`src/rtl/exec_state_ctrl.sv`:
```
module exec_state_ctrl (
  input  logic       clk,
  input  logic       rst_n,
  input  logic       reset_req,
  input  logic       dbl_fault,
  input  logic       halt_line,
  input  logic       insn_done,
  input  logic       exc_req,
  input  logic       priv_op,
  input  logic       rte_ev,
  input  logic       sr_wr_ev,
  input  logic       sr_wr_s,
  output logic [2:0] state,
  output logic       s_flag,
  output logic       run_en,
  output logic       priv_viol,
  output logic       state_change
);
  localparam int NRM = 0;
  localparam int EXC = 1;
  localparam int HLT = 2;
  localparam logic [2:0] ST_NRM = 3'b001;
  localparam logic [2:0] ST_EXC = 3'b010;
  localparam logic [2:0] ST_HLT = 3'b100;

  logic [2:0] st_q, st_d;
  logic       fault_q, fault_d;
  logic       chg_q;
  logic       halt_take;

  assign halt_take = halt_line & insn_done;
  assign priv_viol = st_q[NRM] & (priv_op | rte_ev | sr_wr_ev);

  always_comb begin
    st_d    = st_q;
    fault_d = fault_q;
    if (reset_req) begin
      st_d    = ST_EXC;
      fault_d = 1'b0;
    end else if (dbl_fault) begin
      st_d    = ST_HLT;
      fault_d = 1'b1;
    end else if (st_q[NRM]) begin
      if (halt_take)                   st_d = ST_HLT;
      else if (exc_req || priv_viol)   st_d = ST_EXC;
    end else if (st_q[EXC]) begin
      if (halt_take)                           st_d = ST_HLT;
      else if (rte_ev || (sr_wr_ev && !sr_wr_s)) st_d = ST_NRM;
    end else begin
      if (!fault_q && !halt_line) st_d = ST_NRM;
    end
  end

  always_ff @(posedge clk or negedge rst_n) begin
    if (!rst_n) begin
      st_q    <= ST_EXC;
      fault_q <= 1'b0;
      chg_q   <= 1'b0;
    end else begin
      st_q    <= st_d;
      fault_q <= fault_d;
      chg_q   <= (st_d != st_q);
    end
  end

  assign state        = st_q;
  assign s_flag       = ~st_q[NRM];
  assign run_en       = ~st_q[HLT];
  assign state_change = chg_q;
endmodule


```
`config.mk`:
```
export PLATFORM = sky130hd
export DESIGN_NAME = exec_state_ctrl
export DESIGN_NICKNAME = d
export VERILOG_FILES = /design/src/rtl/exec_state_ctrl.sv
export SDC_FILE = /design/constraint.sdc
export NUM_CORES = 1
export LEC_CHECK = 0
export ABC_AREA = 1
export CORE_AREA = 2 2 39 41
export CTS_CLUSTER_DIAMETER = 60
export DETAILED_ROUTE_END_ITERATION = 6
export DIE_AREA = 0 0 41 43
export SYNTH_ARGS = -nofsm -noshare
export SYNTH_HDL_FRONTEND = slang
export SYNTH_SLANG_ARGS = --single-unit
```
`constraint.sdc`:
```
create_clock -name clk -period 1.6 [get_ports clk]
set_input_delay 0.16 -clock clk [delete_from_list [all_inputs] [get_ports clk]]
set_output_delay 0.16 -clock clk [all_outputs]
set_load 0.03 [all_outputs]
```
# Word level (Yosys, flattened, before mapping)
# Cells that the tools add are included.
# W data, S select, Z words.
classes:
  reduce_logical: 8
  eq_ne: 1
  muxes: 11
  bitwise: 6
op_table:
  columns: ["op", "count"]
  rows:
  - ["$mux W3", 9]
  - ["$logic_not A1 Y1", 3]
  - ["$ne A3 B3 Y1", 1]
  - ["$and A1 B1 Y1", 2]
  - ["$logic_and A1 B1 Y1", 2]
  - ["$logic_or A1 B1 Y1", 2]
  - ["$mux W1", 2]
  - ["$not A1 Y1", 2]
  - ["$or A1 B1 Y1", 2]
  - ["$reduce_bool A2 Y1", 1]
totals:
  out_inout_bits: 7
  input_bits: 11
  regBits: 5
  wordCells: 29

# Depth between registers and ports, before layout
depth:
  ltp_word: 10
  ltp_mapped: 11
  ltp_nobuf: 11

# Worst setup path after synthesis
# No wires, ideal clock.
synth_timing:
  path_kind: "reg-to-reg"
  start: "register st_q[2] (netlist: state[2])"
  end: "register chg_q (netlist: state_change)"
  slack_ps: 178
  path_buffers: 0
  path_stages_with_launch: 10
  required_ps: 1477
  setup_ps: 123
  arrival_ps: 1300
  synth_period_minus_slack_ps: 1422
  path_cell_list: "dfrtp_1 > inv_1 > o21ai_0 > nand3_1 > nand2_1 > inv_1 > nand2_2 > nand2_2 > nand2_2 > nand3_2"
synth_via:
  elab_chain_cells: 7
  word_cells_on_any_way: 10
  cone_classes: "1 x eq/ne; 9 x mux"
synth_rtl:
  columns: ["element", "line", "rtl"]
  rows:
  - ["start, declared", "26", "logic [2:0] st_q, st_d;"]
  - ["start signal, assigned", "60", "st_q <= st_d;"]
  - ["$mux W3", "48", "else if (rte_ev || (sr_wr_ev && !sr_wr_s)) st_d = ST_NRM;"]
  - ["$mux W3", "47", "if (halt_take) st_d = ST_HLT;"]
  - ["$mux W3", "46", "end else if (st_q[EXC]) begin"]
  - ["$mux W3", "43", "end else if (st_q[NRM]) begin"]
  - ["$mux W3", "40", "end else if (dbl_fault) begin"]
  - ["$mux W3", "37", "if (reset_req) begin"]
  - ["$ne A3 B3 Y1 (*)", "62", "chg_q <= (st_d != st_q);"]
  - ["end signal, assigned", "62", null]
  - ["end, declared", "28", "logic chg_q;"]
# Every way passes the cells marked *; elsewhere a longest branch is shown, timed or not.
# A chain may end at the register's enable or synchronous reset.

# Worst setup path after layout
layout_timing:
  start: "register st_q[2] (netlist: state[2])"
  end: "output state[2]"
layout_lines:
  columns: ["element", "line", "rtl"]
  rows:
  - ["end, declared", "13", "output logic [2:0] state,"]
# No word-level cell between the ends.

==> impl_metrics.toml <==
[outcome]
status = "finished clean"

[sta]
finClkSkew_ns = 0.00657
worst_pin_slew_ns = 0.313
min_period_ns = 1.49
final.setup.tns_ns = 0
setup_ws_ns = 0.114
fmax_mhz = 673
final-max-slew-violation-count = 0
hold_viol_final = 0
min_period_over_period_pct = 92.9
rsz0062_at_grt = "no"
slew_headroom_pct = 79.1
setup_viol = 0

[clocking]
cts.sink_count = 5
clk_transition_reported_paths_ns = 0.05
cts-htree-levels = 1
clk_latency_ns = 0.25
clk_path_buf_depth = 2
cts_tree = "done"
cts_setup_buffers = 0
ctsRootBufferMaster = "clkbuf_4"
cts_buffers = 3

[worst_hold_path]
hp-class = "input pin to asynchronous set/reset pin"

[floorplan]
die_h_um = 43
core_um2 = 1380
die-area_um2 = 1760
chipWidth_um = 41
start_util_pct = 27.3
io_pins = 18
rows = 14

[worst_setup_path]
crit_fanout = 4
worstPathRequired_ns = 1.44
path_class = "flip-flop to primary output"
reg2reg_depth = 9
r2r_start = "state[1]$_DFF_PN1_"
path_delay_family = "buffers and inverters"
start_kind = "flip-flop"
r2r_end = "state_change$_DFF_PN0_"
cp-end-kind = "primary output"
critPathSlowestCell = "clkdlybuf4s50_1"
reg2reg_slack_ns = 0.21
cp-startpoint = "state[2]$_DFF_PN0_"
crit_buf_inv = 1
cp.arrival_ns = 1.33
critPathMaxStageDelay_ns = 0.69
path_cells = "clkdlybuf4s50_1"

[grt]
antenna_found_initial = 0
grt_max_degree = 7
grt_pass1_wl_um = 1460
grt_pass1_vias = 369
gr-total-overflow = 0
grt_util_all_layers_pct = 12.2

[logic_synthesis]
ys_seq_area_share_pct = 33.4
netlist_area_um2 = 378
syn_nets = 69
syn_inst = 58
synth_cell_types = 13
yosys_warnings = 0
ys_ff_latch = 5
avgSynthCellArea_um2 = 6.51

[drt]
routed_wl_um = 854
wire_per_inst_um = 8.99
vias = 401
drt_iter0_markers = 8
drt_first_pass_iters = 4
viasPerCell = 4.22
drc = 0
ant_nets = 0

[finish]
areaGrowthSynthToFinish_pct = 56.3
layout.nets = 91
fillers = 151
final_layout_size_suffix_gt1_share_pct = 27.8
final_cell_mix = "nand2_1 (14), clkdlybuf4s50_1 (12), nand2_2 (9), inv_1 (9), nand3_1 (7)"
n_antenna_cell = 0
final_common_cell = "nand2_1"
utilization_pct = 42.7

[placement]
pre_cts_ws_ns = 0.0972
portBuffers = 17
place_hpwl_um = 686
place.gp.congestion = 0.814

[power_and_ir_drop]
power_density_nw_per_um2 = 774
ir_drop_mv = 0.341
p_leak_nw = 0.321

[run]
cap_viol_max_count = 0
-- timing repair --
item,CTS,global route
hold buffers,0,0
gates resized for setup,3,1
setup endpoints to repair,3,1
-- cells by family (layout without fill, tap and decap cells) --
kind of cell,Yosys count,in the layout,synth area share (%)
compound gates,5,5,7.62
buf+inv,13,34,12.9
flops,5,5,33.4
simple gates,35,35,46.0
-- report_power, final --
part | internal [W] | switching (W) | total, W
Clock | 0.0000947 | 0.0000578 | 0.000152
Combinational | 0.0000668 | 0.0000895 | 0.000156
Sequential | 0.000139 | 0.00000892 | 0.000148
-- worst max-delay path by stage --
stage                             end  slack, ns  depth (start not counted)
2_1_floorplan  state_change$_DFF_PN0_       0.18                          9
3_3_place_gp   state_change$_DFF_PN0_        0.1                         11
3_5_place_dp   state_change$_DFF_PN0_        0.1                         11
4_1_cts                      state[0]       0.02                          1
5_1_grt                      state[2]       0.06                          1
6_report                     state[2]       0.11                          1
-- through the flow --
step	instance area (µm²)	hold slack (ns)	cells	total power (W)
after detailed placement	566	0.411	91	0.000311
after global routing	591	0.155	95	0.000489
final	591	0.146	95	0.000457
after global placement	566	0.406	91	0.000311
after floorplan	378	-0.136	58	0.000243
after CTS	588	0.149	95	0.000461
-- layer usage --
layer | global-route usage, % | part of all wire (%)
met4 | 6.67 | 1.4
met1 | 17.1 | 46
met3 | 3.14 | 4.8
met5 | 0 | 0
met2 | 16.6 | 48
-- layout make-up --
type,instances,area (µm²),share of cell area (%)
Tap cell,16,20.0,3.39
Timing Repair Buffer,17,166,28.2
Clock buffer,4,26.3,4.45
Sequential cell,5,126,21.4
Inverter,13,48.8,8.26
Multi-Input combinational cell,40,203,34.3
-- cells in the mapped netlist --
| master | count | area (µm²) |
|---|---|---|
| a21oi_1 | 2 | 10.0 |
| dfrtp_1 | 4 | 100 |
| nand2_2 | 9 | 56.3 |
| nand3_2 | 1 | 10.0 |
| a21oi_2 | 1 | 8.76 |
| nand3_1 | 7 | 35.0 |
| nor2_1 | 2 | 7.51 |
| inv_2 | 4 | 15.0 |
| o21ai_0 | 2 | 10.0 |
| nand2_1 | 14 | 52.6 |
| inv_1 | 9 | 33.8 |
| nor2_2 | 2 | 12.5 |
| dfstp_2 | 1 | 26.3 |
-- worst register-to-register path, cell delays in order, from the launching register on --
cell and delay (ns):
dfstp_2 0.56, inv_2 0.06, nor2_2 0.08, nand2_2 0.07
a21oi_2 0.12, nand2_1 0.07, nand3_1 0.07, nand2_1 0.06
nor2_2 0.11, nand3_2 0.06
-- state kept, by name, indices dropped and copies added (netlist names) --
register      cells
state             3
fault_q           1
state_change      1
No activity file was read; power rests on OpenSTA's default activity.
